==> src/rtl/tsel_pkg.sv <==
// Package: shared types for the test-mode line source selector.
// Assumes: consumers import or scope-qualify the enum below.
package tsel_pkg;

    // Width of the raw control word {test_n, code_a, code_b}.
    localparam int unsigned CTRL_W = 3;

    // Decoded trigger source.
    typedef enum logic [1:0] {
        SRC_TRAFFIC = 2'd0,
        SRC_LOOP    = 2'd1,
        SRC_TONE    = 2'd2,
        SRC_IDLE    = 2'd3
    } src_e;

endpackage

==> src/rtl/tsel_sync.sv <==
// Module: tsel_sync
// Multi-stage synchronizer for a bundle of slowly changing control bits.
// Assumes: the bits are quasi-static, so a skew of one cycle between the bits
// of the bundle only produces a brief passing code, which the caller tolerates.
module tsel_sync #(
    parameter int unsigned         WIDTH     = 3,
    parameter int unsigned         STAGES    = 2,
    parameter logic [WIDTH-1:0]    RESET_VAL = '0
) (
    input  logic             clk_i,
    input  logic             rst_ni,
    input  logic [WIDTH-1:0] async_i,
    output logic [WIDTH-1:0] sync_o
);

    logic [WIDTH-1:0] stage_q [STAGES];

    // Shift the asynchronous word through the stage chain.
    always_ff @(posedge clk_i) begin
        if (!rst_ni) begin
            for (int s = 0; s < STAGES; s++) begin
                stage_q[s] <= RESET_VAL;
            end
        end else begin
            stage_q[0] <= async_i;
            for (int s = 1; s < STAGES; s++) begin
                stage_q[s] <= stage_q[s-1];
            end
        end
    end

    assign sync_o = stage_q[STAGES-1];

endmodule

==> src/rtl/tsel_decode.sv <==
// Module: tsel_decode
// Maps the synchronized control word {test_n, code_a, code_b} to a source.
// Assumes: the input word is already synchronous; the output is combinational.
module tsel_decode
    import tsel_pkg::*;
(
    input  logic [CTRL_W-1:0] ctrl_i,
    output src_e              src_o
);

    // Decode the test request and code bits; unused codes fall back to idle.
    always_comb begin
        if (ctrl_i[2]) begin
            src_o = SRC_TRAFFIC;
        end else begin
            unique case (ctrl_i[1:0])
                2'b11:   src_o = SRC_LOOP;
                2'b00:   src_o = SRC_TONE;
                default: src_o = SRC_IDLE;
            endcase
        end
    end

endmodule

==> src/rtl/tsel_tone.sv <==
// Module: tsel_tone
// Half-rate tone generator: a toggle flop that runs only while enabled.
// Assumes: enable is synchronous; the flop is cleared while disabled.
module tsel_tone (
    input  logic clk_i,
    input  logic rst_ni,
    input  logic en_i,
    output logic tone_o
);

    logic tone_q;

    // Toggle while enabled, hold at zero otherwise.
    always_ff @(posedge clk_i) begin
        if (!rst_ni || !en_i) begin
            tone_q <= 1'b0;
        end else begin
            tone_q <= ~tone_q;
        end
    end

    assign tone_o = tone_q;

endmodule

==> src/rtl/tsel_outreg.sv <==
// Module: tsel_outreg
// Selects the trigger bit for the decoded source and registers it.
// Assumes: all inputs are synchronous to clk_i.
module tsel_outreg
    import tsel_pkg::*;
(
    input  logic clk_i,
    input  logic rst_ni,
    input  src_e src_i,
    input  logic traffic_i,
    input  logic loop_i,
    input  logic tone_i,
    output logic trig_o
);

    logic pick;
    logic trig_q;

    // Choose the bit that belongs to the current source.
    always_comb begin
        unique case (src_i)
            SRC_TRAFFIC: pick = traffic_i;
            SRC_LOOP:    pick = loop_i;
            SRC_TONE:    pick = tone_i;
            default:     pick = 1'b0;
        endcase
    end

    // Register the chosen bit so that the output changes only on a clock edge.
    always_ff @(posedge clk_i) begin
        if (!rst_ni) begin
            trig_q <= 1'b0;
        end else begin
            trig_q <= pick;
        end
    end

    assign trig_o = trig_q;

endmodule

==> src/rtl/line_src_sel.sv <==
// Module: line_src_sel
// Top of the test-mode line source selector: synchronizer, decoder, half-rate
// tone generator and the registered output mux.
// Assumes: one reference clock; the control pins are asynchronous, and the
// data streams are synchronous to the reference clock.
module line_src_sel
    import tsel_pkg::*;
#(
    parameter int unsigned SYNC_STAGES = 2
) (
    input  logic clk_i,
    input  logic rst_ni,
    input  logic test_n_i,
    input  logic code_a_i,
    input  logic code_b_i,
    input  logic traffic_i,
    input  logic loop_i,
    output logic trig_o
);

    localparam logic [CTRL_W-1:0] CTRL_RST = {1'b1, {(CTRL_W-1){1'b0}}};

    logic [CTRL_W-1:0] ctrl_raw;
    logic [CTRL_W-1:0] ctrl_sync;
    src_e              src_w;
    logic              tone_w;
    logic              tone_en;

    assign ctrl_raw = {test_n_i, code_a_i, code_b_i};
    assign tone_en  = (src_w == SRC_TONE);

    tsel_sync #(
        .WIDTH     (CTRL_W),
        .STAGES    (SYNC_STAGES),
        .RESET_VAL (CTRL_RST)
    ) u_sync (
        .clk_i   (clk_i),
        .rst_ni  (rst_ni),
        .async_i (ctrl_raw),
        .sync_o  (ctrl_sync)
    );

    tsel_decode u_dec (
        .ctrl_i (ctrl_sync),
        .src_o  (src_w)
    );

    tsel_tone u_tone (
        .clk_i  (clk_i),
        .rst_ni (rst_ni),
        .en_i   (tone_en),
        .tone_o (tone_w)
    );

    tsel_outreg u_out (
        .clk_i     (clk_i),
        .rst_ni    (rst_ni),
        .src_i     (src_w),
        .traffic_i (traffic_i),
        .loop_i    (loop_i),
        .tone_i    (tone_w),
        .trig_o    (trig_o)
    );

endmodule

==> config.mk <==
export PLATFORM = sky130hd
export DESIGN_NAME = line_src_sel
export DESIGN_NICKNAME = d
export VERILOG_FILES = /design/src/rtl/tsel_pkg.sv /design/src/rtl/tsel_sync.sv /design/src/rtl/tsel_decode.sv /design/src/rtl/tsel_tone.sv /design/src/rtl/tsel_outreg.sv /design/src/rtl/line_src_sel.sv
export SDC_FILE = /design/constraint.sdc
export NUM_CORES = 1
export LEC_CHECK = 0
export BUFFER_PORTS_ARGS = -buffer_cell sky130_fd_sc_hd__buf_2
export CAP_MARGIN = 20
export CORE_AREA = 2 2 39 41
export CTS_CLUSTER_SIZE = 40
export DETAILED_ROUTE_END_ITERATION = 16
export DIE_AREA = 0 0 41 43
export SLEW_MARGIN = 20
export SYNTH_ARGS = -nofsm -noshare
export SYNTH_HDL_FRONTEND = slang
export SYNTH_SLANG_ARGS = --single-unit
==> constraint.sdc <==
create_clock -name clk_i -period 1.85 [get_ports clk_i]
set_input_delay 0.185 -clock clk_i [delete_from_list [all_inputs] [get_ports clk_i]]
set_output_delay 0.185 -clock clk_i [all_outputs]
set_load 0.02 [all_outputs]
Word level (Yosys, flattened, before mapping)
Memory sizes are Yosys's and may differ from the RTL's. Cells that the tools add are included.

Memories: 1. Input bits: 7. RAM bits: 6. Output and inout bits: 1. Flip-flop bits (word level): 2.

Equal/unequal tests: 3. Bitwise gates (word level): 3. Reduce and logical (&&, ||, !) cells: 5. Muxes and demuxes: 7.

Memories: u_sync.stage_q (depth 2, width 3, rd ports 2, clocked after Yosys merged registers in 0, write ports 2, RTL line tsel_sync.sv:16) `logic [WIDTH-1:0] stage_q [STAGES];`.

Operators with widths (number): 3-bit two-way mux (2); 2-bit == test (second input constant) (2); 2-bit zero test (2); 2-bit one-hot mux with 2 select lines (1); 1-bit one-hot mux with 3 select lines (1); 2-bit by 1-bit == test with 1-bit output (second input constant) (1); 1-bit zero test (2); 1-bit two-way mux (2); 2-bit two-way mux (1); 1-bit bitwise OR (2); 1-bit logical OR (1); 1-bit inverter (1).

Logic depth before layout (Yosys ltp)
Gate-level depths: netlist of run 1.

Depth after elaboration: 6. Mapped depth: 2. Depth with buffers taken out: 2.

Modules after synthesis
Synthesis of run 1 repeated with hierarchy kept, for this count alone.

Cells, all modules: 25. Area, all modules: 286.5 um2.

Modules (own cells, without submodules): tsel_sync (instances 1, cells an instance 15, area each 180.2 um2, seq. area each 120.1 um2); tsel_outreg (instances 1, cells an instance 5, area each 48.8 um2, seq. area each 20.0 um2); tsel_tone (instances 1, cells an instance 2, area each 28.8 um2, seq. area each 20.0 um2); tsel_decode (instances 1, cells an instance 2, area each 15.0 um2, seq. area each 0.0 um2); line_src_sel (instances 1, cells an instance 1, area each 13.8 um2, seq. area each 0.0 um2).

Least setup slack after synthesis of run 1
OpenSTA, ideal clock, no wires.

Path type: register to register. Start: mem u_sync.stage_q[1][0] (netlist: u_sync.stage_q[0][3]). End: reg u_out.trig_q (netlist: u_out.trig_o). Clock period less this slack: 846 ps. Slack: 1004 ps. Arrival time: 724 ps. Cell stages (with the launch flop): 3. Path buffers: 0. Path through: dfxtp_1 -> and3_4 -> o311a_1.

RTL lines: start, declared (RTL line tsel_sync.sv:16); end signal, assigned (RTL line tsel_outreg.sv:34) `trig_q <= pick;`; end, declared (RTL line tsel_outreg.sv:17) `logic trig_q;`.

Worst setup path in the final report of run 1
Start: reg u_out.trig_q (netlist: u_out.trig_o). End: out trig_o.

RTL lines: end, declared (RTL line line_src_sel.sv:18) `output logic trig_o`.

No word-level cell between the ends.

==> parameters.txt, run 1 <==
Parameter                              Value

Outcome
  Outcome ... finished clean

GRT
  Residual overflow from global routing ... 0
  Via count of the first global-routing pass ... 163
  Antenna violations before repair ... 0
  Total track usage ... 0.05829
  Global-route wire length before repair ... 579 um
  Pin count of the biggest net entering global routing ... 9

Route
  Number of antenna-violating nets in the routed design ... 0
  Total length of routed wires ... 342 um
  First-iteration detailed-routing DRC count ... 1
  First-pass iteration count of the detailed router ... 2
  Detailed-route vias per instance ... about 3.7
  Number of remaining DRC errors ... 0
  Total via count in the routed design ... between 150 and 200
  Detail-routed net length per standard cell ... 7.435 um

STA
  Relative slew margins ... 0.8735
  Accumulated negative setup slack ... 0 ps
  Final count of negative-setup-slack endpoints ... 0
  Worst hold slack ... 114.9 ps
  Crit path time final ... 882.1 ps
  Unrepaired setup endpoints after global routing ... no
  Final cycle utilization of the critical path ... 0.4768
  Peak Freq ... about 1.1 GHz
  Tightest Pin Transition ... 188.1 ps
  Final Max Slew Viols ... 0
  Worst Skew ... around 4.1 ps
  Hold Fails Final Rpt ... 0

Power and ir drop
  Worst VDD drop ... 0.0003795 V
  Power per unit of standard cell area ... 1024 nW/um^2
  Leakage power summed over all cells ... 0.0001396 uW

Clock tree
  Clock transition at path regs ... 50 ps
  TritonCTS clock tree ... built
  Resized Gates After CTS ... 0
  Clock insertion delay at the later pin of the skew report ... 250 ps
  Maximum clock path buffer count ... 2
  Post-CTS setup-driven buffer insertion count ... 0
  CTS Root Cell ... sky130_fd_sc_hd__clkbuf_4
  Quantity of hold-fixing buffers added after cts ... 0
  H-tree depth ... 1
  Count of clock tree sinks ... 8
  Clock buffer count from CTS ... 3

Critical path
  Critical Path AT ... approximately 700 ps
  Critical path data required time ... 1660 ps
  Number of buffers and inverters on the critical path ... 1
  CP max FO ... 1
  Kind of cell adding the most delay to the critical path ... flip-flops
  Cell Chain, Critical Path ... buf_2
  Nature of the critical path endpoint ... output port
  Library cell contributing the largest single delay on the critical path ... sky130_fd_sc_hd__dfxtp_1
  Kind of critical path ... reg -> out
  Maximum cell stage delay along the critical path ... 300 ps
  Crit start category ... register

Finish
  Total inserted antenna cells ... 0
  Fraction of layout cells with a size suffix above 1 ... 0.3667
  Relative area change from synthesis to final layout ... 31.63%
  Number of nets in the final layout ... 39

Yosys
  Register bit count reported by yosys ... 8
  Cell taking the most area after synthesis ... sky130_fd_sc_hd__dfxtp_1
  Number of nets produced by synthesis ... 27
  Synth cell count leaders ... sky130_fd_sc_hd__dfxtp_1 (8), sky130_fd_sc_hd__and2_1 (4), sky130_fd_sc_hd__nand2b_1 (4)
  Post-synthesis average cell area ... 12.26 um^2
  Sequential area share after synthesis ... 0.6531
  Post-synth top area share ... 0.6531
  Synthesized instance count ... 20
  Yosys warning count ... 0
  Synth Flop Type ... sky130_fd_sc_hd__dfxtp_1
  Biggest area contributors in the synthesized netlist ... sky130_fd_sc_hd__dfxtp_1 (65%), sky130_fd_sc_hd__and2_1 (10%), sky130_fd_sc_hd__nand2b_1 (10%)
  Area of the mapped netlist ... 245.2 um^2
  Most frequent cell after synthesis ... sky130_fd_sc_hd__dfxtp_1
  Unique masters post-synth ... 7
  Ys async rst share ... 0
  Number of flops mapped to enable cells by yosys ... 0

Floorplan
  Starting density of the core ... 0.1772
  Vert. Die Dim ... 43 um
  Core area ... around 1400 um^2
  Width of the die ... between 40 and 50 um
  Count of standard-cell rows ... 14
  Boundary Pins ... 8
  Total Die Area ... 1763 um^2

Placement
  Buffers on Ports ... 7
  Final weighted congestion of routability-driven global placement ... 0.5337

Job
  Number of max-cap violations ... 0

Worst hold path
  Class of the tightest hold or removal check ... in -> reg
cells by family after synthesis:
| group | Yosys count | share of synthesized area |
|---|---|---|
| AND/OR/NAND/NOR | 11 | 0.3061 |
| AO/OA/AOI/OAI | 1 | 0.04082 |
| flip-flops | 8 | 0.6530 |
placed cells by master (no fill, tap or decap):
master,netlist,routed
sky130_fd_sc_hd__and2_1,4,4
sky130_fd_sc_hd__and3_4,1,1
sky130_fd_sc_hd__buf_2,0,7
sky130_fd_sc_hd__clkbuf_4,0,3
sky130_fd_sc_hd__dfxtp_1,8,8
sky130_fd_sc_hd__nand2b_1,4,4
sky130_fd_sc_hd__nor3b_1,1,1
sky130_fd_sc_hd__nor4_1,1,1
sky130_fd_sc_hd__o311a_1,1,1
area by class of cell:
class                           instances  area, um^2
Fill cell                             150        1061
Sequential cell                         8       160.2
Multi-Input combinational cell         12       85.08
Timing Repair Buffer                    7       35.03
Clock buffer                            3       22.52
Tap cell                               16       20.02
sequential cells by signal, indices dropped and copies added (netlist names):
register	flops
u_sync.stage_q	6
u_out.trig_o	1
u_tone.tone_o	1
per-layer routing:
| layer | up-vias | GRT usage | part of all wire |
|---|---|---|---|
| met5 | - | 0 | 0 |
| met4 | 0 | 0.04000 | 0 |
| met3 | 0 | 0.07853 | 0.19 |
| met2 | 12 | 0.06563 | 0.39 |
| met1 | 70 | 0.05161 | 0.42 |
| li1 | 88 | - | - |
worst paths after layout:
| path | cells after the start | slack [ps] | from | to |
|---|---|---|---|---|
| setup / recovery | 1 | 970 | u_out.trig_o | trig_o |
| hold / removal | 2 | 110 | test_n_i | u_sync.stage_q[0][2] |
| setup reg to reg | 2 | 970 | u_sync.stage_q[0][3] | u_out.trig_o |
| hold reg to reg | 1 | 400 | u_sync.stage_q[0][2] | u_sync.stage_q[0][5] |
through the flow:
| step | util | worst slack [ps] | cells | area (um^2) | power, uW |
|---|---|---|---|---|---|
| 2_1_floorplan | - | 1004 | 20 | 245.2 | 195.6 |
| 3_3_place_gp | 0.2170 | 994.7 | 43 | 300.3 | 205.3 |
| 3_5_place_dp | 0.2170 | 979.7 | 43 | 300.3 | 205.8 |
| 4_1_cts | 0.2333 | 956.2 | 46 | 322.8 | 338.0 |
| 5_1_grt | 0.2333 | 933.2 | 46 | 322.8 | 355.3 |
| 6_report | 0.2333 | 967.9 | 46 | 322.8 | 330.6 |
report_power, final:
group,internal (uW),switching [uW],total (uW)
Sequential,181,2.88,184
Combinational,10.9,7.67,18.6
Clock,73.9,54.5,128
Total,266,65.0,331
Note: power is estimated with default switching activity, not from simulation.
==> inputs of run 2 (changes only) <==
Settings changed: ABC_AREA from default to 1.
Clock period 1.85 ns to 0.8 ns, I/O delays scaled along.
==> run 2 against run 1 <==
Net effect: worst hold slack worse by 100 ps; final cell count is 20% higher; sequential cell count unchanged.
==> parameters.txt, run 2 <==
Parameter                              Value

Critical path
  Kind of cell adding the most delay to the critical path ... flip-flops
  Crit start category ... register
  Critical path data required time ... 720 ps (-940 ps)
  Cell Chain, Critical Path ... buf_6
  Kind of critical path ... reg -> out
  Number of buffers and inverters on the critical path ... 1 (unchanged)
  Critical Path AT ... 680 ps (-20 ps)
  Maximum cell stage delay along the critical path ... 310 ps (about the same)
  Library cell contributing the largest single delay on the critical path ... sky130_fd_sc_hd__dfxtp_2
  CP max FO ... 1 (unchanged)
  Nature of the critical path endpoint ... output port

Route
  Detail-routed net length per standard cell ... 6.600 um (-11%)
  Number of antenna-violating nets in the routed design ... 0 (unchanged)
  Detailed-route wire length on metal 1 ... 148 um (+4.2%)
  First-iteration detailed-routing DRC count ... 0 (-1)
  Number of remaining DRC errors ... 0 (unchanged)
  Met3 routed WL ... 60 um (-9.1%)
  Top metal layer carrying routed signals ... met3
  First-pass iteration count of the detailed router ... 1 (-1)
  Detailed-route vias per instance ... 3.709 (+0.36%)
  DR WL met2 ... 154 um (+15%)
  Total via count in the routed design ... 204 (+20%)
  Total length of routed wires ... 363 um (+6.1%)

STA
  Final cycle utilization of the critical path ... 0.9552
  Peak Freq ... 1.309 GHz
  Unrepaired setup endpoints after global routing ... no
  Worst Skew ... 6.124 ps (+2.000 ps)
  Crit path time final ... between 700 and 800 ps
  Final Max Slew Viols ... 0 (unchanged)
  Relative slew margins ... 0.9088 (+0.03534)
  Accumulated negative setup slack ... 0 ps (unchanged)
  Hold Fails Final Rpt ... 0 (unchanged)
  Final count of negative-setup-slack endpoints ... 0 (unchanged)
  Tightest Pin Transition ... 136.8 ps (-51.28 ps)

Power and ir drop
  Total Power ... 778.4 uW (+140%)
  Worst VDD drop ... 0.001058 V (+180%)
  Leakage power summed over all cells ... 0.0001912 uW (+37%)
  Power per unit of standard cell area ... 2304 nW/um^2 (+120%)

Yosys
  Post-synth top area share ... 0.6400 (-0.01306)
  Unique masters post-synth ... 8 (+1)
  Number of flops mapped to enable cells by yosys ... 0 (unchanged)
  Cell taking the most area after synthesis ... sky130_fd_sc_hd__dfxtp_1
  Ys async rst share ... 0 (unchanged)
  Number of nets produced by synthesis ... 36 (+33%)
  Synth Flop Type ... sky130_fd_sc_hd__dfxtp_1
  Yosys warning count ... 0 (unchanged)
  Register bit count reported by yosys ... 8 (unchanged)
  Biggest area contributors in the synthesized netlist ... sky130_fd_sc_hd__dfxtp_1 (64%), sky130_fd_sc_hd__inv_1 (9.0%), sky130_fd_sc_hd__nand2_1 (9.0%)
  Synth cell count leaders ... sky130_fd_sc_hd__dfxtp_1 (8), sky130_fd_sc_hd__inv_1 (6), sky130_fd_sc_hd__nand2_1 (6)
  Post-synthesis average cell area ... 8.629 um^2 (-30%)
  Most frequent cell after synthesis ... sky130_fd_sc_hd__dfxtp_1
  Area of the mapped netlist ... 250.2 um^2 (+2.0%)
  Synthesized instance count ... 29 (+45%)
  Sequential area share after synthesis ... 0.6400 (-0.01306)

Clock tree
  H-tree depth ... 1 (unchanged)
  Maximum clock path buffer count ... 2 (unchanged)
  Post-CTS setup-driven buffer insertion count ... 0 (unchanged)
  Clock transition at path regs ... 50 ps (about the same)
  CTS Root Cell ... sky130_fd_sc_hd__clkbuf_4
  Clock buffer count from CTS ... 3 (unchanged)
  Quantity of hold-fixing buffers added after cts ... 0 (unchanged)
  Clock insertion delay at the later pin of the skew report ... 250 ps (about the same)
  TritonCTS clock tree ... built
  Count of clock tree sinks ... 8 (unchanged)

GRT
  Global-route wire length before repair ... 621 um (+7.3%)
  Antenna violations before repair ... 0 (unchanged)
  Residual overflow from global routing ... 0 (unchanged)
  Pin count of the biggest net entering global routing ... 8 (-1)
  Via count of the first global-routing pass ... 169 (+3.7%)
  Total track usage ... 0.06149 (+0.003200)

Outcome
  Outcome ... finished clean

Finish
  Flip-flop count of the largest register, all copies and words added ... 6 (unchanged)
  FILL cells ... 155 (+3.3%)
  Multi-input combinational cell area ... 66.31 um^2 (-22%)
  Top reg by flops ... u_sync.stage_q
  Fraction of layout cells with a size suffix above 1 ... 0.3333 (-0.03333)
  Register Area ... 161.4 um^2 (+0.78%)
  Number of nets in the final layout ... 48 (+23%)
  Total inserted antenna cells ... 0 (unchanged)
  Most frequent standard cell in the layout excluding fill and tap cells ... sky130_fd_sc_hd__dfxtp_1
  Top library cells by usage in the layout, fill and taps aside ... sky130_fd_sc_hd__dfxtp_1 (7), sky130_fd_sc_hd__inv_1 (6), sky130_fd_sc_hd__nand2_1 (6), sky130_fd_sc_hd__buf_2 (6)
  Relative area change from synthesis to final layout ... 35.00%

Placement
  Final weighted congestion of routability-driven global placement ... 0.6210 (+16%)
  Buffers on Ports ... 7 (unchanged)
  Hpwl dp ... 263.7 um

Floorplan
  Core area ... 1384 um^2 (unchanged)
  Vert. Die Dim ... 43 um (unchanged)
  Total Die Area ... 1763 um^2 (unchanged)
  Boundary Pins ... 8 (unchanged)
  Count of standard-cell rows ... 14 (unchanged)
  Width of the die ... 41 um (unchanged)
  Starting density of the core ... 0.1808 (+0.003617)

Worst hold path
  Class of the tightest hold or removal check ... in -> reg

Job
  Number of max-cap violations ... 0 (unchanged)
run 2: cell types whose count changed after synthesis, sizes merged, moves of 2 or more:
cell,before,now
nand2b,4,0
nand2,0,6
and2,4,0
inv,0,7
or2,0,2
nor2,0,2
nand3,0,3
run 2: where the power goes:
part	internal, uW	switching (uW)
Combinational	26.1	24.2
Sequential	418	6.76
Clock	171	132
Total	615	163
run 2: final cells by class:
cell class | count | area share
flip-flops and latches | 8 | 0.4778
multi-input cells | 14 | 0.1963
repair buffers | 7 | 0.1222
inverters | 7 | 0.07778
clock buffers | 3 | 0.06667
well taps | 16 | 0.05926
run 2: worst paths after layout:
kind                            depth (start not counted)  slack, ps                 start                   end
worst max register to register                          5         80  u_sync.stage_q[0][4]          u_out.trig_o
worst min-delay path                                    2         10              test_n_i  u_sync.stage_q[0][2]
worst min register to register                          2        400  u_sync.stage_q[0][0]  u_sync.stage_q[0][3]
worst max-delay path                                    1         40          u_out.trig_o                trig_o
run 2: logic make-up after synthesis:
kind of cell | after synthesis | synth area share
buffers and inverters | 7 | 0.1050
flip-flops | 8 | 0.6400
AND/OR/NAND/NOR | 14 | 0.2550
run 2: metrics by stage:
step           hold WS (ps)  utilization  cells  worst slack (ps)  cell area [um^2]
6_report              10.27       0.2441     55             35.82             337.8
5_1_grt              0.8372       0.2441     55             6.749             337.8
3_3_place_gp          258.5       0.2206     52             96.92             305.3
3_5_place_dp          264.2       0.2206     52             71.76             305.3
4_1_cts               7.942       0.2369     55             7.141             327.8
2_1_floorplan         173.5            -     29             128.5             250.2
run 2: repair_timing:
action,in CTS,in global routing
resized for setup,0,4
endpoints found under the hold margin,0,0
setup endpoints to repair,0,2
run 2: routing by layer:
layer  up-vias  global-route usage
li1        106                   -
met1        86             0.06840
met2        12             0.05938
met3         0             0.07853
met4         0             0.04000
met5         -                   0
==> inputs of run 3 (changes only) <==
Settings changed: CELL_PAD_IN_SITES_DETAIL_PLACEMENT from default to 0, CELL_PAD_IN_SITES_GLOBAL_PLACEMENT from default to 1, PLACE_DENSITY_LB_ADDON from default to 0.1.
==> run 3 against run 2 <==
Net effect: final cell count stayed put; die area unchanged; via count decreased by 3.4%; routed wire length rose by 3.3%; fmax is 0.93% lower; final area is 1.9% lower; critical path depth unchanged; sequential cell count unchanged; worst setup slack got worse by 7.2 ps; global-route usage is 0.19 points higher; largest power group unchanged.
==> parameters.txt, run 3 (synthesis gave the netlist of run 2 again) <==
Parameter                              Value

Outcome
  Outcome ... finished clean

Finish
  Relative area change from synthesis to final layout ... 32.50%
  Top reg by flops ... u_sync.stage_q
  Number of standard cells in the layout, taps in and fillers out ... 55 (unchanged)
  Number of nets in the final layout ... 48 (unchanged)
  Flip-flop count of the largest register, all copies and words added ... 6 (unchanged)
  Top library cells by usage in the layout, fill and taps aside ... sky130_fd_sc_hd__buf_2 (7), sky130_fd_sc_hd__dfxtp_1 (7), sky130_fd_sc_hd__nand2_1 (6), sky130_fd_sc_hd__inv_1 (5)
  Total inserted antenna cells ... 0 (unchanged)
  Fraction of layout cells with a size suffix above 1 ... 0.3590 (+0.02564)

Critical path
  Reg-to-reg critical path startpoint ... u_sync.stage_q[0][4]
  Maximum cell stage delay along the critical path ... 300 ps (about the same)
  Crit start category ... register
  Critical path data required time ... 720 ps (about the same)
  Nature of the critical path endpoint ... output port
  Internal reg-to-reg setup slack ... 100 ps (+20 ps)
  Library cell contributing the largest single delay on the critical path ... sky130_fd_sc_hd__dfxtp_1
  Reg-to-reg endpoint ... u_out.trig_o
  Cell Chain, Critical Path ... buf_2
  Number of buffers and inverters on the critical path ... 1 (unchanged)
  Critical Path AT ... 690 ps (about the same)
  Number of cells on the worst reg-to-reg path ... 5 (unchanged)
  CP max FO ... 1 (unchanged)
  Kind of cell adding the most delay to the critical path ... flip-flops
  Kind of critical path ... reg -> out

Floorplan
  Count of standard-cell rows ... 14 (unchanged)
  Width of the die ... 41 um (unchanged)
  Boundary Pins ... 8 (unchanged)
  Core area ... 1384 um^2 (unchanged)
  Total Die Area ... 1763 um^2 (unchanged)
  Starting density of the core ... 0.1808 (unchanged)
  Vert. Die Dim ... 43 um (unchanged)

STA
  Crit path time final ... 771.4 ps (+7.187 ps)
  Worst hold slack ... 11.20 ps (+0.9292 ps)
  Final count of negative-setup-slack endpoints ... 0 (unchanged)
  Unrepaired setup endpoints after global routing ... no
  Relative slew margins ... 0.9133 (+0.004518)
  Final Max Slew Viols ... 0 (unchanged)
  Worst Skew ... 0.3203 ps (-5.803 ps)
  Tightest Pin Transition ... 130.0 ps (-6.777 ps)
  Hold Fails Final Rpt ... 0 (unchanged)
  Accumulated negative setup slack ... 0 ps (unchanged)
  Final cycle utilization of the critical path ... 0.9642 (+0.008984)
  Peak Freq ... 1.296 GHz (-0.93%)

Clock tree
  Maximum clock path buffer count ... 2 (unchanged)
  TritonCTS clock tree ... built
  Clock buffer count from CTS ... 3 (unchanged)
  Clock transition at path regs ... 50 ps (about the same)
  H-tree depth ... 1 (unchanged)
  Post-CTS setup-driven buffer insertion count ... 0 (unchanged)
  Clock insertion delay at the later pin of the skew report ... 240 ps (about the same)
  CTS Root Cell ... sky130_fd_sc_hd__clkbuf_4
  Count of clock tree sinks ... 8 (unchanged)

Route
  Number of remaining DRC errors ... 0 (unchanged)
  Total length of routed wires ... 375 um (+3.3%)
  First-iteration detailed-routing DRC count ... 0 (unchanged)
  Number of antenna-violating nets in the routed design ... 0 (unchanged)
  First-pass iteration count of the detailed router ... 1 (unchanged)
  Detail-routed net length per standard cell ... 6.818 um (+3.3%)
  Total via count in the routed design ... 197 (-3.4%)
  Detailed-route vias per instance ... 3.582 (-3.4%)

GRT
  Residual overflow from global routing ... 0 (unchanged)
  Global-route wire length before repair ... 641 um (+3.2%)
  Via count of the first global-routing pass ... 177 (+4.7%)
  Global routing usage on met1 ... 0.06149 (-0.006915)
  Busiest grt layer ... met4
  Met2 demand-to-capacity share in global routing ... 0.06875 (+0.009375)
  Pin count of the biggest net entering global routing ... 8 (unchanged)
  Met3 track demand over resource ... 0.03665 (-0.04188)
  Total track usage ... 0.06338 (+0.001888)
  Antenna violations before repair ... 0 (unchanged)

Worst hold path
  Cells on Worst Hold Path ... 2 (unchanged)
  Startpoint of the tightest hold check path ... test_n_i
  Terminating pin of the worst hold path ... u_sync.stage_q[0][2]
  Class of the tightest hold or removal check ... in -> reg

Power and ir drop
  Power per unit of standard cell area ... 2313 nW/um^2 (+0.40%)
  Worst VDD drop ... 0.0006463 V (-39%)
  Leakage power summed over all cells ... 0.0001871 uW (-2.1%)

Job
  Number of max-cap violations ... 0 (unchanged)

Placement
  Final weighted congestion of routability-driven global placement ... 0.5734 (-7.7%)
  Cell count after placement ... 52 (unchanged)
  Buffers on Ports ... 7 (unchanged)
[run 3: changes by cell type in the layout (fill, tap and decap cells not counted)]
cell,delta
sky130_fd_sc_hd__buf_2,+1
sky130_fd_sc_hd__buf_6,-1
sky130_fd_sc_hd__inv_1,-1
sky130_fd_sc_hd__inv_2,+1
[run 3: worst max path at each step]
stage | from | endpoint | slack (ps) | cells past startpoint
5_1_grt | u_out.trig_o | trig_o | 3 | 1
6_report | u_out.trig_o | trig_o | 30 | 1
3_5_place_dp | u_sync.stage_q[0][4] | u_out.trig_o | 80 | 5
3_3_place_gp | u_sync.stage_q[0][4] | u_out.trig_o | 90 | 5
4_1_cts | u_out.trig_o | trig_o | 10 | 1
2_1_floorplan | u_sync.stage_q[0][4] | u_out.trig_o | 130 | 5
[run 3: final cells by class]
class,instances,area [um^2]
Clock buffer,3,22.52
Fill cell,166,1052
Inverter,7,26.28
Multi-Input combinational cell,14,66.31
Sequential cell,8,161.4
Tap cell,16,20.02
Timing Repair Buffer,7,35.03
[run 3: worst reg2reg max path: cells and delay by family (launching register included)]
kind                   cells  cell delay (ps)
and+or+nand+nor            4              300
buffers and inverters      1               40
DFF                        1              310
[run 3: metal layers]
| metal | up-vias | wire (um) |
|---|---|---|
| li1 | 105 | - |
| met1 | 83 | 140 |
| met2 | 7 | 169 |
| met3 | 2 | 53 |
| met4 | 0 | 11 |
| met5 | - | 0 |
[run 3: where the power goes]
group	total (uW)	switching (uW)	internal (uW)
logic	46.8	23.9	22.9
clock network	296	126	171
registers	424	6.07	418
total	767	156	612
[run 3: timing repair]
action,in CTS,in global routing
hold buffers,0,0
endpoints found under the setup margin,0,1
gates resized for setup,0,3
[run 3: metrics by stage]
step	util	instance area [um^2]	power [uW]	setup WS, ps
after floorplan	-	250.2	453.7	128.5
after global placement	0.2206	305.3	477.7	87.69
after global routing	0.2396	331.6	809.3	2.925
final	0.2396	331.6	767.0	28.63
after CTS	0.2369	327.8	784.9	12.04
after detailed placement	0.2206	305.3	478.6	80.16
